## src/rtl/pfd_pkg.sv

```systemverilog
package pfd_pkg;

  // Number of compared inputs: index 0 is the reference side, 1 the oscillator side.
  localparam int unsigned NSIDE   = 2;
  localparam int unsigned SIDE_RF = 0;
  localparam int unsigned SIDE_VC = 1;

  // What the single-ended output is doing in a given cycle.
  typedef enum logic [1:0] {
    SE_FLOAT = 2'b00,
    SE_PUMP_UP = 2'b01,
    SE_PUMP_DN = 2'b10
  } se_mode_t;

endpackage

```

## src/rtl/pfd_rst_sync.sv

```systemverilog
module pfd_rst_sync (
  input  logic clk,
  input  logic rst_n,
  output logic rst_sync_n
);

  logic [1:0] stage_q;
  logic [1:0] stage_d;

  always_comb begin
    stage_d = {stage_q[0], 1'b1};
  end

  always_ff @(posedge clk or negedge rst_n) begin
    if (!rst_n) begin
      stage_q <= 2'b00;
    end else begin
      stage_q <= stage_d;
    end
  end

  assign rst_sync_n = stage_q[1];

endmodule

```

## src/rtl/pfd_edge_core.sv

```systemverilog
module pfd_edge_core
  import pfd_pkg::*;
#(
  parameter int unsigned MIN_W = 2
) (
  input  logic             clk,
  input  logic             rst_n,
  input  logic [NSIDE-1:0] strobe_i,
  output logic [NSIDE-1:0] seen_o,
  output logic             clr_o
);

  localparam int unsigned CW = (MIN_W > 1) ? $clog2(MIN_W) : 1;
  localparam logic [CW-1:0] LAST = CW'(MIN_W - 1);

  logic [NSIDE-1:0] seen_q;
  logic [NSIDE-1:0] seen_d;
  logic [CW-1:0]    win_q;
  logic [CW-1:0]    win_d;
  logic             win_en;
  logic             both;
  logic             clr;

  // Shared window: both sides seen, count MIN_W cycles, then clear.
  always_comb begin
    both   = &seen_q;
    clr    = both && (win_q == LAST);
    win_en = both || (win_q != '0);
    if (!both || clr) begin
      win_d = '0;
    end else begin
      win_d = win_q + 1'b1;
    end
  end

  always_ff @(posedge clk or negedge rst_n) begin
    if (!rst_n) begin
      win_q <= '0;
    end else if (win_en) begin
      win_q <= win_d;
    end
  end

  // One remembered-edge flag per side; a strobe on the clearing edge wins.
  for (genvar s = 0; s < NSIDE; s++) begin : g_side
    logic flag_en;

    always_comb begin
      flag_en   = strobe_i[s] || clr;
      seen_d[s] = strobe_i[s] || (seen_q[s] && !clr);
    end

    always_ff @(posedge clk or negedge rst_n) begin
      if (!rst_n) begin
        seen_q[s] <= 1'b0;
      end else if (flag_en) begin
        seen_q[s] <= seen_d[s];
      end
    end
  end

  assign seen_o = seen_q;
  assign clr_o  = clr;

endmodule

```

## src/rtl/pfd_out_enc.sv

```systemverilog
module pfd_out_enc
  import pfd_pkg::*;
(
  input  logic [NSIDE-1:0] seen_i,
  output logic             ref_n_o,
  output logic             vco_n_o,
  output logic             se_drive_o,
  output logic             se_oe_o,
  output logic             lone_o
);

  se_mode_t mode;

  always_comb begin
    unique case (seen_i)
      2'b01:   mode = SE_PUMP_UP;
      2'b10:   mode = SE_PUMP_DN;
      default: mode = SE_FLOAT;
    endcase
  end

  always_comb begin
    ref_n_o    = !seen_i[SIDE_RF];
    vco_n_o    = !seen_i[SIDE_VC];
    se_oe_o    = (mode != SE_FLOAT);
    se_drive_o = (mode == SE_PUMP_UP);
    lone_o     = (mode != SE_FLOAT);
  end

endmodule

```

## src/rtl/pfd_lock_mon.sv

```systemverilog
module pfd_lock_mon (
  input  logic clk,
  input  logic rst_n,
  input  logic lone_i,
  input  logic clr_i,
  output logic lock_o
);

  logic lock_q;
  logic lock_d;
  logic err_q;
  logic err_d;
  logic upd_en;

  // err_q remembers a one-sided cycle inside the current comparison.
  always_comb begin
    upd_en = lone_i || clr_i;
    if (lone_i) begin
      err_d  = 1'b1;
      lock_d = 1'b0;
    end else if (clr_i) begin
      err_d  = 1'b0;
      lock_d = lock_q || !err_q;
    end else begin
      err_d  = err_q;
      lock_d = lock_q;
    end
  end

  always_ff @(posedge clk or negedge rst_n) begin
    if (!rst_n) begin
      err_q  <= 1'b0;
      lock_q <= 1'b0;
    end else if (upd_en) begin
      err_q  <= err_d;
      lock_q <= lock_d;
    end
  end

  assign lock_o = lock_q;

endmodule

```

## src/rtl/pfd_dual_det.sv

```systemverilog
module pfd_dual_det
  import pfd_pkg::*;
#(
  parameter int unsigned MIN_W = 2
) (
  input  logic clk,
  input  logic rst_n,
  input  logic ref_edge_i,
  input  logic vco_edge_i,
  output logic err_ref_n,
  output logic err_vco_n,
  output logic se_drive,
  output logic se_oe,
  output logic locked
);

  logic             rst_int_n;
  logic [NSIDE-1:0] strobes;
  logic [NSIDE-1:0] seen;
  logic             clr;
  logic             lone;

  assign strobes[SIDE_RF] = ref_edge_i;
  assign strobes[SIDE_VC] = vco_edge_i;

  pfd_rst_sync i_rst (
    .clk        (clk),
    .rst_n      (rst_n),
    .rst_sync_n (rst_int_n)
  );

  pfd_edge_core #(.MIN_W(MIN_W)) i_core (
    .clk      (clk),
    .rst_n    (rst_int_n),
    .strobe_i (strobes),
    .seen_o   (seen),
    .clr_o    (clr)
  );

  pfd_out_enc i_enc (
    .seen_i     (seen),
    .ref_n_o    (err_ref_n),
    .vco_n_o    (err_vco_n),
    .se_drive_o (se_drive),
    .se_oe_o    (se_oe),
    .lone_o     (lone)
  );

  pfd_lock_mon i_lock (
    .clk    (clk),
    .rst_n  (rst_int_n),
    .lone_i (lone),
    .clr_i  (clr),
    .lock_o (locked)
  );

endmodule

```

## config.mk

```make
export PLATFORM = sky130hd
export DESIGN_NAME = pfd_dual_det
export DESIGN_NICKNAME = d
export VERILOG_FILES = /design/src/rtl/pfd_pkg.sv /design/src/rtl/pfd_rst_sync.sv /design/src/rtl/pfd_edge_core.sv /design/src/rtl/pfd_out_enc.sv /design/src/rtl/pfd_lock_mon.sv /design/src/rtl/pfd_dual_det.sv
export SDC_FILE = /design/constraint.sdc
export NUM_CORES = 1
export LEC_CHECK = 0
export BUFFER_PORTS_ARGS = -buffer_cell sky130_fd_sc_hd__buf_4
export CAP_MARGIN = 20
export CORE_AREA = 2 2 39 41
export DETAILED_ROUTE_END_ITERATION = 6
export DIE_AREA = 0 0 41 43
export REMOVE_ABC_BUFFERS = 1
export SLEW_MARGIN = 10
export SYNTH_ARGS = -nofsm -noshare
export SYNTH_HDL_FRONTEND = slang
export SYNTH_HIERARCHICAL = 1
export SYNTH_SLANG_ARGS = --single-unit
```

## constraint.sdc

```tcl
create_clock -name clk -period 1.7 [get_ports clk]
set_input_delay 0.51 -clock clk [delete_from_list [all_inputs] [get_ports clk]]
set_output_delay 0.51 -clock clk [all_outputs]
set_load 0.01 [all_outputs]
```

## Word level (Yosys, flattened, before mapping)

Index checks and enable logic that the tools add are counted.

- Register bits: 7
- Bits of input ports: 4
- Output and inout bits: 5
- Word-level logic and storage cells: 36

- $add $sub $neg: 1
- Equality and inequality tests: 3
- Mux-type cells: 6
- Reduce and logical (&&, ||, !) cells: 20

Operators by type and width:

| cell | number |
|---|---|
| 1-bit logical OR | 8 |
| 1-bit zero test | 5 |
| 1-bit two-way mux | 5 |
| 2-bit by 1-bit == test with 1-bit output (second input constant) | 2 |
| 2-bit case mux with 2 select lines | 1 |
| 2-bit AND reduction | 2 |
| 2-bit nonzero test | 2 |
| 1-bit logical AND | 3 |
| 2-bit == test (second input constant) | 1 |
| 1-bit adder (second input constant) | 1 |

## Longest topological paths before layout

- Depth after elaboration: 5
- Mapped depth: 4
- Gate-level depth less buffers: 4

## Cells and area by module

The synthesis kept the hierarchy.

Modules (own cells, without submodules):

| module | instances | cells an instance | area an instance (um2) | seq. area each (um2) |
|---|---|---|---|---|
| pfd_edge_core | 1 | 10 | 112.6 | 75.1 |
| pfd_lock_mon | 1 | 7 | 81.3 | 50.0 |
| pfd_rst_sync | 1 | 3 | 53.8 | 50.0 |
| pfd_out_enc | 1 | 5 | 31.3 | 0.0 |

## Worst setup path after synthesis

OpenSTA, ideal clock, no wires.

- Path type: register to output
- Start point: register i_core.seen_q[1] (netlist: i_core/seen_o[1])
- End point: output port se_oe
- Data arrival time: 0.947 ns
- Required time: 1.190 ns
- Slack: 0.243 ns
- Stages on the path, launching flop included: 5
- Buffers on the path: 1
- Cell sequence: dfrtp_1 > inv_1 > ha_1 > inv_1 > buf_4

- Longest elaborated chain between the ends: 3
- Elaborated cells between the ends (all ways): 4
- Classes of those cells: eq/ne: 2; mux: 1; reduce/logical: 1

Ends and longest elaborated chain:

| item | line | RTL |
|---|---|---|
| start: declaration | pfd_edge_core.sv:16 | `logic [NSIDE-1:0] seen_q;` |
| start signal: indexed assignment | pfd_edge_core.sv:57 | `seen_q[s] <= seen_d[s];` |
| 2-bit == test or 2-bit by 1-bit == test with 1-bit output (tied branches) | pfd_out_enc.sv:15 | `unique case (seen_i)` |
| 2-bit case mux with 2 select lines * | pfd_out_enc.sv:15 |  |
| 2-bit nonzero test * | - |  |
| end: declaration | pfd_dual_det.sv:13 | `output logic se_oe,` |

Mark *: on every way between the ends. The rest lies on a longest branch, timed or not.

## Final worst setup path

- Start point: register i_core.seen_q[0] (netlist: i_core/seen_o[0])
- End point: output port se_oe

- Longest elaborated chain between the ends: 3
- Elaborated cells between the ends (all ways): 4
- Classes of those cells: eq/ne: 2; mux: 1; reduce/logical: 1

Ends and longest elaborated chain:

| item | line | RTL |
|---|---|---|
| 2-bit == test or 2-bit by 1-bit == test with 1-bit output (tied branches) | pfd_out_enc.sv:15 |  |
| 2-bit case mux with 2 select lines * | pfd_out_enc.sv:15 |  |
| 2-bit nonzero test * | pfd_out_enc.sv:25 | `se_oe_o = (mode != SE_FLOAT);` |

Marks and branches as above.

==> out/qor.yml <==
cts-root-buf: "clkbuf_4"
finalCriticalPeriod_ns: 1.62
clk_pin_slew_ns: 0.05
drt_first_pass_iters: 2
drt-vias-per-instance: 3.63
r2r_end: "i_lock/err_q$_DFFE_PN0P_"
antenna_left: 0
leakagePower_nw: 0.213
ios: 9
status: "finished, final reports clean"
netlist_area_sq_um: 279
skew_ns: 0.000131
ys_seq_elements: 7
synth_compound_area_frac: 0.117
rsz0062_at_grt: "false"
final_design_area_no_fill_sq_um: 393
final_common_cell: "buf_4"
grt_max_degree: 6
cts_tree: "built"
synthXorXnorAreaFrac: 0
layout.nets: 44
cts.sinks: 7
crit_buf_inv: 2
synth_top_family_by_area: "compound AO/OA/AOI/OAI gates"
num_antenna_cells: 0
area_delta_synth_final_pct: 40.8
final_hold_viol_count: 0
fin_tns_setup_ns: 0
finalPower_w: 0.000641
grt_util_all_layers: 0.0578
drive_above_1_share: 0.447
vias: 196
setup_violations: 0
endpoint_kind: "output pin"
drv_slew: 0
critPathCapture: "se_oe"
avgSynthCellArea_sq_um: 11.2
ys_types: 12
arrival_ns: 1.11
synth-simple-area-share: 0.103
hold_buffers: 0
rows: 14
gp_congestion: 0.618
ys_seq_area_frac: 0.628
antenna_found_initial: 0
cts_max_path_buffers: 2
fp.coreArea_sq_um: 1380
ir_worst_vdd_mv: 0.422
cap_violations: 0
crit_start: "i_core/seen_o[0]$_DFFE_PN0P_"
grt_pass1_vias: 189
most-common-layout-cells: "10 x buf_4, 7 x dfrtp_1, 4 x inv_1"
muxShareOfSynthArea: 0
reg2reg_slack_ns: 0.70
fmax_mhz: 616
grt_pass1_wl_um: 634
dp.final_hpwl_um: 335
critPathMaxFanout: 3
worstSetupPathType: "flip-flop to output pin"
port_buffers: 8
synth_fa_ha_area_frac: 0.0448
path_cells: "ha_1 -> inv_2 -> buf_4"
start_kind: "flip-flop"
detail_route.iter0.violations: 3
die_x_um: 41
crit_path_top_delay_cell: "dfrtp_1"
yosysWarningCount: 6
grt_overflow: 0
die_area_sq_um: 1760
cpLargestDelayFamily: "flip-flops"
wire_per_inst_um: 7.56
cts_made_buffers: 3
wl_um: 408
die_y_um: 43
htreeDepth: 1
clk_latency_ns: 0.24
syn_inst: 25
critPathRequiredTime_ns: 1.19
period_share: 0.954
drc: 0
initial_utilization: 0.202
powerDensity_nw_per_um2: 1630
hp-class: "input pin to async pin"
slowest_delay_ns: 0.37
r2r_cells: 4
fill_cells: 154
placed_cell_area_sq_um: 352
worstReg2RegStart: "i_core/seen_o[1]$_DFFE_PN0P_"
worst-path-stages: 3
-- layout make-up --
cell class / count / area (sq um) / area share
flip-flops and latches: 7 / 175 / 0.446
multi-input cells: 12 / 77.6 / 0.197
repair buffers: 10 / 75.1 / 0.191
clock buffers: 4 / 26.3 / 0.0669
well taps: 16 / 20.0 / 0.0510
inverters: 5 / 18.8 / 0.0478
-- where the power goes --
| group | internal, W | switching, W |
|---|---|---|
| Combinational | 0.000140 | 0.000115 |
| Clock | 0.0000893 | 0.0000567 |
| Sequential | 0.000213 | 0.0000261 |
-- cell usage after synthesis --
cell / count / area [sq um]
dfrtp_1: 7 / 175
a21o_2: 1 / 8.76
nand2b_1: 1 / 6.26
nand2_1: 3 / 11.3
conb_1: 1 / 3.75
and3_2: 1 / 7.51
inv_1: 5 / 18.8
buf_4: 1 / 7.51
a21o_1: 2 / 15.0
ha_1: 1 / 12.5
nor2_1: 1 / 3.75
a21oi_2: 1 / 8.76
-- logic make-up after synthesis --
logic type      Yosys count
other cells               1
buf+inv                   6
fa+ha+maj                 1
compound gates            4
simple gates              6
flops                     7
-- state kept, by name (all words and copies together), names as in the netlist --
signal         cells
i_lock/lock_o      1
i_core/win_q       1
i_rst/stage_q      2
i_core/seen_o      2
i_lock/err_q       1
-- what timing repair did --
item	CTS	global route
setup endpoints to repair	1	1
resized for setup	0	1
buffers inserted	2	0
hold endpoints to repair	0	0
-- through the flow --
stage | hold slack (ns) | worst slack [ns] | utilization | instances
floorplan | 0.0541 | 0.325 | - | 24
global placement | 0.0700 | 0.243 | 0.254 | 48
detailed placement | 0.0800 | 0.223 | 0.254 | 48
CTS | 0.0262 | 0.0158 | 0.284 | 54
global route | 0.0267 | 0.0167 | 0.284 | 54
finish | 0.0363 | 0.0776 | 0.284 | 54
-- routing by layer --
layer,global-route usage,routed length [um],up-vias
met4,0.0600,0,0
li1,-,-,102
met1,0.0664,193,87
met3,0.0314,39,0
met5,0,0,-
met2,0.0688,175,7
-- worst min-delay path by stage --
stage	depth (start not counted)	startpoint	to	slack (ns)
finish	1	rst_n	i_rst/stage_q[0]$_DFF_PN0_	0.04
global route	1	rst_n	i_rst/stage_q[0]$_DFF_PN0_	0.03
CTS	1	rst_n	i_rst/stage_q[0]$_DFF_PN0_	0.03
detailed placement	0	i_rst/stage_q[1]$_DFF_PN0_	i_lock/lock_o$_DFFE_PN0P_	0.08
global placement	0	i_rst/stage_q[1]$_DFF_PN0_	i_lock/err_q$_DFFE_PN0P_	0.07
floorplan	0	i_rst/stage_q[1]$_DFF_PN0_	i_core/seen_o[0]$_DFFE_PN0P_	0.05
No activity file was read; power rests on OpenSTA's default activity.
